**config.mk**
```make
export PLATFORM = sky130hd
export DESIGN_NAME = flag_alu
export DESIGN_NICKNAME = d
export VERILOG_FILES = /design/src/rtl/flag_alu_pkg.sv /design/src/rtl/flag_alu_addsub.sv /design/src/rtl/flag_alu_word.sv /design/src/rtl/flag_alu_cond.sv /design/src/rtl/flag_alu.sv
export SDC_FILE = /design/constraint.sdc
export NUM_CORES = 1
export LEC_CHECK = 0
export BUFFER_PORTS_ARGS = -buffer_cell sky130_fd_sc_hd__buf_4
export CORE_MARGIN = 3
export CORE_UTILIZATION = 25
export CTS_BUF_LIST = sky130_fd_sc_hd__clkbuf_8
export CTS_CLUSTER_SIZE = 30
export DETAILED_ROUTE_END_ITERATION = 7
export GPL_ROUTABILITY_DRIVEN = 0
export PLACE_DENSITY = 0.39
export SYNTH_ARGS = -nofsm -noshare
export SYNTH_HDL_FRONTEND = slang
export SYNTH_SLANG_ARGS = --single-unit
export TNS_END_PERCENT = 30
```
**constraint.sdc**
```tcl
create_clock -name clk -period 7.8 [get_ports clk]
set_input_delay 0.39 -clock clk [delete_from_list [all_inputs] [get_ports clk]]
set_output_delay 0.39 -clock clk [all_outputs]
set_load 0.01 [all_outputs]
```
**src/rtl/flag_alu_pkg.sv**
```systemverilog
`timescale 1ns/1ps
package flag_alu_pkg;
  localparam int NFLAG = 8;
  localparam int FL_C = 0;
  localparam int FL_Z = 1;
  localparam int FL_N = 2;
  localparam int FL_V = 3;
  localparam int FL_S = 4;
  localparam int FL_H = 5;
  localparam int FL_T = 6;
  localparam int FL_I = 7;

  typedef enum logic [4:0] {
    OP_ADD, OP_ADC, OP_SUB, OP_SBC, OP_CP, OP_CPC, OP_NEG,
    OP_AND, OP_OR, OP_EOR, OP_COM, OP_INC, OP_DEC,
    OP_LSL, OP_LSR, OP_ROL, OP_ROR, OP_ASR, OP_SWAP,
    OP_FSET, OP_FCLR, OP_TSTORE, OP_TLOAD, OP_WADD, OP_WSUB,
    OP_BRSET, OP_BRCLR
  } alu_op_e;
endpackage

```
**src/rtl/flag_alu_addsub.sv**
```systemverilog
`timescale 1ns/1ps
// Byte adder/subtractor with carry-in, giving carry, half-carry and overflow.
module flag_alu_addsub #(
  parameter int W = 8
) (
  input  logic [W-1:0] a,
  input  logic [W-1:0] b,
  input  logic         cin,
  input  logic         sub,
  output logic [W-1:0] r,
  output logic         c,
  output logic         h,
  output logic         v
);
  localparam int HB = W / 2;

  logic [W:0]  full;
  logic [HB:0] low;

  always_comb begin
    if (sub) begin
      full = {1'b0, a} - {1'b0, b} - {{W{1'b0}}, cin};
      low  = {1'b0, a[HB-1:0]} - {1'b0, b[HB-1:0]} - {{HB{1'b0}}, cin};
    end else begin
      full = {1'b0, a} + {1'b0, b} + {{W{1'b0}}, cin};
      low  = {1'b0, a[HB-1:0]} + {1'b0, b[HB-1:0]} + {{HB{1'b0}}, cin};
    end
    r = full[W-1:0];
    c = full[W];
    h = low[HB];
    if (sub) v = (a[W-1] != b[W-1]) && (r[W-1] != a[W-1]);
    else     v = (a[W-1] == b[W-1]) && (r[W-1] != a[W-1]);
  end
endmodule

```
**src/rtl/flag_alu_word.sv**
```systemverilog
`timescale 1ns/1ps
// Register-pair add/subtract of a small zero-extended immediate.
module flag_alu_word #(
  parameter int W    = 16,
  parameter int IMMW = 6
) (
  input  logic [W-1:0]    a,
  input  logic [IMMW-1:0] imm,
  input  logic            sub,
  output logic [W-1:0]    r,
  output logic            c,
  output logic            v
);
  logic [W:0] full;
  logic [W:0] ext;

  always_comb begin
    ext  = {{(W+1-IMMW){1'b0}}, imm};
    full = sub ? ({1'b0, a} - ext) : ({1'b0, a} + ext);
    r    = full[W-1:0];
    c    = full[W];
    v    = sub ? (a[W-1] & ~r[W-1]) : (~a[W-1] & r[W-1]);
  end
endmodule

```
**src/rtl/flag_alu_cond.sv**
```systemverilog
`timescale 1ns/1ps
// Branch test: one selected status bit compared with the wanted sense.
module flag_alu_cond #(
  parameter int NF = 8,
  localparam int SW = $clog2(NF)
) (
  input  logic [NF-1:0] flags,
  input  logic [SW-1:0] sel,
  input  logic          sense,
  output logic          taken
);
  assign taken = (flags[sel] == sense);
endmodule

```
**src/rtl/flag_alu.sv**
```systemverilog
`timescale 1ns/1ps
module flag_alu
  import flag_alu_pkg::*;
#(
  parameter int DW   = 8,
  parameter int IMMW = 6,
  localparam int WW  = 2 * DW,
  localparam int BW  = $clog2(DW)
) (
  input  logic          clk,
  input  logic          rst_n,
  input  logic          in_valid,
  output logic          in_ready,
  input  logic [4:0]    in_op,
  input  logic [WW-1:0] in_a,
  input  logic [DW-1:0] in_b,
  input  logic [BW-1:0] in_bit,
  output logic          out_valid,
  input  logic          out_ready,
  output logic [WW-1:0] out_result,
  output logic          out_we,
  output logic          out_taken,
  output logic [NFLAG-1:0] status
);
  localparam int HB = DW / 2;

  alu_op_e op;
  assign op = alu_op_e'(in_op);

  logic [DW-1:0] a8;
  assign a8 = in_a[DW-1:0];

  // adder operand selection
  logic [DW-1:0] as_x, as_y, as_r;
  logic          as_cin, as_sub, as_c, as_h, as_v;

  always_comb begin
    as_x   = a8;
    as_y   = in_b;
    as_cin = 1'b0;
    as_sub = 1'b0;
    case (op)
      OP_ADC:        as_cin = status[FL_C];
      OP_SUB, OP_CP: as_sub = 1'b1;
      OP_SBC, OP_CPC: begin
        as_sub = 1'b1;
        as_cin = status[FL_C];
      end
      OP_NEG: begin
        as_x   = '0;
        as_y   = a8;
        as_sub = 1'b1;
      end
      OP_INC: as_y = {{(DW-1){1'b0}}, 1'b1};
      OP_DEC: begin
        as_y   = {{(DW-1){1'b0}}, 1'b1};
        as_sub = 1'b1;
      end
      default: ;
    endcase
  end

  flag_alu_addsub #(.W(DW)) u_addsub (
    .a(as_x), .b(as_y), .cin(as_cin), .sub(as_sub),
    .r(as_r), .c(as_c), .h(as_h), .v(as_v)
  );

  logic [WW-1:0] wd_r;
  logic          wd_c, wd_v;

  flag_alu_word #(.W(WW), .IMMW(IMMW)) u_word (
    .a(in_a), .imm(in_b[IMMW-1:0]), .sub(op == OP_WSUB),
    .r(wd_r), .c(wd_c), .v(wd_v)
  );

  logic cond_taken;

  flag_alu_cond #(.NF(NFLAG)) u_cond (
    .flags(status), .sel(in_bit), .sense(op == OP_BRSET), .taken(cond_taken)
  );

  // result and next-flag computation
  logic [DW-1:0]    r8;
  logic [WW-1:0]    res;
  logic [NFLAG-1:0] nxt;
  logic             we, taken, upd_nz, wide, shout;

  always_comb begin
    nxt    = status;
    r8     = '0;
    we     = 1'b0;
    taken  = 1'b0;
    upd_nz = 1'b0;
    wide   = 1'b0;
    shout  = 1'b0;
    case (op)
      OP_ADD, OP_ADC, OP_SUB, OP_SBC, OP_CP, OP_CPC, OP_NEG: begin
        r8        = as_r;
        we        = !(op == OP_CP || op == OP_CPC);
        nxt[FL_C] = as_c;
        nxt[FL_H] = as_h;
        nxt[FL_V] = as_v;
        upd_nz    = 1'b1;
      end
      OP_INC, OP_DEC: begin
        r8        = as_r;
        we        = 1'b1;
        nxt[FL_V] = as_v;
        upd_nz    = 1'b1;
      end
      OP_AND, OP_OR, OP_EOR: begin
        if (op == OP_AND)     r8 = a8 & in_b;
        else if (op == OP_OR) r8 = a8 | in_b;
        else                  r8 = a8 ^ in_b;
        we        = 1'b1;
        nxt[FL_V] = 1'b0;
        upd_nz    = 1'b1;
      end
      OP_COM: begin
        r8        = ~a8;
        we        = 1'b1;
        nxt[FL_C] = 1'b1;
        nxt[FL_V] = 1'b0;
        upd_nz    = 1'b1;
      end
      OP_LSL, OP_LSR, OP_ROL, OP_ROR, OP_ASR: begin
        case (op)
          OP_LSL: begin r8 = {a8[DW-2:0], 1'b0};          shout = a8[DW-1]; end
          OP_ROL: begin r8 = {a8[DW-2:0], status[FL_C]};  shout = a8[DW-1]; end
          OP_LSR: begin r8 = {1'b0, a8[DW-1:1]};          shout = a8[0];    end
          OP_ROR: begin r8 = {status[FL_C], a8[DW-1:1]};  shout = a8[0];    end
          default: begin r8 = {a8[DW-1], a8[DW-1:1]};     shout = a8[0];    end
        endcase
        we        = 1'b1;
        nxt[FL_C] = shout;
        nxt[FL_V] = r8[DW-1] ^ shout;
        upd_nz    = 1'b1;
      end
      OP_SWAP: begin
        r8 = {a8[HB-1:0], a8[DW-1:HB]};
        we = 1'b1;
      end
      OP_FSET:   nxt[in_bit] = 1'b1;
      OP_FCLR:   nxt[in_bit] = 1'b0;
      OP_TSTORE: nxt[FL_T]   = a8[in_bit];
      OP_TLOAD: begin
        r8         = a8;
        r8[in_bit] = status[FL_T];
        we         = 1'b1;
      end
      OP_WADD, OP_WSUB: begin
        wide      = 1'b1;
        we        = 1'b1;
        nxt[FL_C] = wd_c;
        nxt[FL_V] = wd_v;
        nxt[FL_N] = wd_r[WW-1];
        nxt[FL_Z] = (wd_r == '0);
      end
      OP_BRSET, OP_BRCLR: taken = cond_taken;
      default: ;
    endcase
    if (upd_nz) begin
      nxt[FL_N] = r8[DW-1];
      nxt[FL_Z] = (r8 == '0);
    end
    if (upd_nz || wide) nxt[FL_S] = nxt[FL_N] ^ nxt[FL_V];
    res = wide ? wd_r : {{DW{1'b0}}, r8};
  end

  // one-entry output stage
  logic accept;
  assign in_ready = !out_valid || out_ready;
  assign accept   = in_valid && in_ready;

  always_ff @(posedge clk or negedge rst_n) begin
    if (!rst_n) begin
      status     <= '0;
      out_valid  <= 1'b0;
      out_result <= '0;
      out_we     <= 1'b0;
      out_taken  <= 1'b0;
    end else if (accept) begin
      status     <= nxt;
      out_valid  <= 1'b1;
      out_result <= res;
      out_we     <= we;
      out_taken  <= taken;
    end else if (out_ready) begin
      out_valid  <= 1'b0;
    end
  end
endmodule

```
==> results.cfg <==
[pwr]
peakVddDrop_v = 0.0000527
leakagePower_nw = 2.41
power_density_mw_per_mm2 = 123

[clock_tree]
h-tree-depth = 1
insertion_delay_ps = 280
cts_tree = done
cts_hold_buffers = 0
clock_sinks = 27
clk_pin_slew_ps = 100
cts_buffers = 3
cts_root_buffer = clkbuf_8
cts-resized-gates = 0
cts_max_path_buffers = 2
post_cts.repair.setup_buffers = 0

[final_layout]
utilization = 0.297
drive_above_1_share = 0.124
nNetsFinal = 803
stdcell_area_mm2 = 0.00542
area_delta_synth_final_pct = 14.4
layout.cells.most_common_list = nor2_1, nand2_1, buf_4
layout_commonest_cell = nor2_1
antenna_cells = 0

[synthesis]
syn_inst = 668
synth.distinct_cells = 72
async_flop_share = 1.00
synth-seq-cells = 27
yosys_warnings = 0
synthFlopType = dfrtp_1
yosysSeqAreaShare = 0.143
synth_area_per_cell_um2 = 7.10
syn_nets = 762
syn_area_mm2 = 0.00474
synth_edf_count = 0

[worst_setup_path]
critPathMaxFanout = 23
worstSetupPathType = in2reg
cp-end-kind = flip-flop
arrival_ps = 4670
required_ps = 7980
crit_path_start_kind = input port

[floorplanning]
io_pins = 64
die-area_mm2 = 0.0207
core_area_mm2 = 0.0183
fp.dieH_um = 144
std_cell_rows = 49
die_w_um = 144
start_util = 0.259

[sta]
hold_viol = 0
tightest_slew_ps = 1060
fmax_mhz = 223
setup_viol = 0
rsz0062_at_grt = false
drv_slew = 0
slew_headroom = 0.288
final.period_utilization = 0.576
period_minus_slack_ps = 4490
fin_skew_ps = 9.45
setup_tns_ps = 0

[job]
maxCapViolations = 0

[global_routing]
grt-ovfl-total = 0
grt_pass1_vias = 4764
antenna_found_initial = 0
grt_max_degree = 38
track_usage = 0.168
grt_pass1_wl_um = 27400

[route]
wl_per_cell_um = 19.1
via_per_inst = 5.38
drcViolationCount = 0
wl_um = 17900
drt_first_pass_iters = 6
ant_nets = 0
drtIter0Drc = 516
vias = 5040

[placed_design]
dp_hpwl_um = 14900
io_buffers = 63
placed_area_mm2 = 0.00538

[status]
status = complete, no violations

[worst_hold_path]
worstHoldPathType = in2async
-- critical path, stage by stage --
cell	delay, ps
buf_4	180
nand2b_1	270
nor3_1	610
nand2_1	110
o21ai_0	100
nand2_1	120
fa_1	450
inv_1	70
ha_1	220
a211oi_1	300
a31oi_2	100
a41oi_1	390
a21oi_1	150
mux2i_1	150
a2111o_1	440
a311o_1	330
xnor2_1	190
a21oi_1	90
-- report_power, final --
part	switching [W]	total (W)	leakage, nW	internal (W)
sequential	0.0000262	0.000188	0.349	0.000162
clock	0.0000462	0.0000826	0.0217	0.0000364
combinational	0.000233	0.000397	2.04	0.000163
-- synth_stat cells (all sizes together), types with 3 or more instances --
cell | instances | area share
nand3 | 21 | 0.022
o2111ai | 3 | 0.0055
a211oi | 14 | 0.022
xnor2 | 21 | 0.039
xor2 | 7 | 0.013
a22oi | 9 | 0.014
o22a | 3 | 0.0055
o22ai | 9 | 0.012
inv | 41 | 0.032
o21bai | 3 | 0.0048
a21oi | 44 | 0.048
nor2 | 78 | 0.063
mux2i | 12 | 0.025
nand2b | 15 | 0.020
nor3 | 22 | 0.023
nor2b | 10 | 0.013
dfrtp | 27 | 0.14
or3 | 4 | 0.0053
nor3b | 3 | 0.0048
o31ai | 7 | 0.015
o21a | 6 | 0.0095
a211o | 3 | 0.0055
a2bb2oi | 3 | 0.0055
o211ai | 4 | 0.0063
a31oi | 11 | 0.016
nand4 | 3 | 0.0040
o21ai | 64 | 0.068
clkbuf | 19 | 0.015
ha | 53 | 0.14
a21o | 10 | 0.016
buf | 10 | 0.014
nand2 | 73 | 0.058
and3 | 4 | 0.0053
nand4b | 3 | 0.0055
and2 | 3 | 0.0040
fa | 5 | 0.021
nor4 | 5 | 0.0066
-- routing by layer --
metal | vias to the layer above | GRT usage | wire length, um
met3 | 20 | 0.0156 | 796
met4 | 0 | 0.0406 | 400
met1 | 2390 | 0.254 | 8910
met2 | 136 | 0.257 | 7800
met5 | - | 0 | 0
li1 | 2494 | - | -
-- sequential cells by signal, indices dropped and copies added, names as in the netlist, named ones only --
name / flops
out_taken: 1
status: 6
out_we: 1
out_result: 16
out_valid: 1
-- worst paths after layout --
check | cells after the start | endpoint | slack, ps | start
hold reg to reg | 2 | out_result[6] | 490 | out_result[6]
min in group clk | 2 | out_valid | 320 | in_valid
max in group asynchronous | 1 | out_result[2] | 7530 | rst_n
setup / recovery | 18 | flip-flop | 3310 | in_op[3]
setup reg to reg | 14 | flip-flop | 4020 | status[0]
hold / removal | 1 | out_result[6] | 7 | rst_n
-- final cells by class --
cell class	count	area [um2]
Clock inverter	1	7.51
Fill cell	2033	12800
Timing Repair Buffer	65	488
Clock buffer	3	41.3
Multi-Input combinational cell	570	3770
Tap cell	229	287
Inverter	42	158
Sequential cell	27	676
-- through the flow --
| stage | hold WS, ps | total power (W) | worst slack, ps | cells |
|---|---|---|---|---|
| 6_report | 7.42 | 0.000668 | 3310 | 937 |
| 5_1_grt | 25.8 | 0.000725 | 3000 | 937 |
| 4_1_cts | 13.5 | 0.000675 | 3370 | 937 |
| 3_5_place_dp | 332 | 0.000588 | 3090 | 933 |
| 3_3_place_gp | 328 | 0.000587 | 3090 | 933 |
| 2_1_floorplan | 94.4 | 0.000437 | 3240 | 668 |
-- cell families after synthesis --
kind of cell / count (synthesis) / synth area share
adder cells (fa/ha/maj): 59 / 0.163
flip-flops: 27 / 0.143
AO/OA/AOI/OAI: 216 / 0.299
XOR/XNOR: 28 / 0.0517
buffers and inverters: 71 / 0.0628
AND/OR/NAND/NOR: 253 / 0.251
multiplexers: 14 / 0.0301
Power figures use the tool's default switching activity.
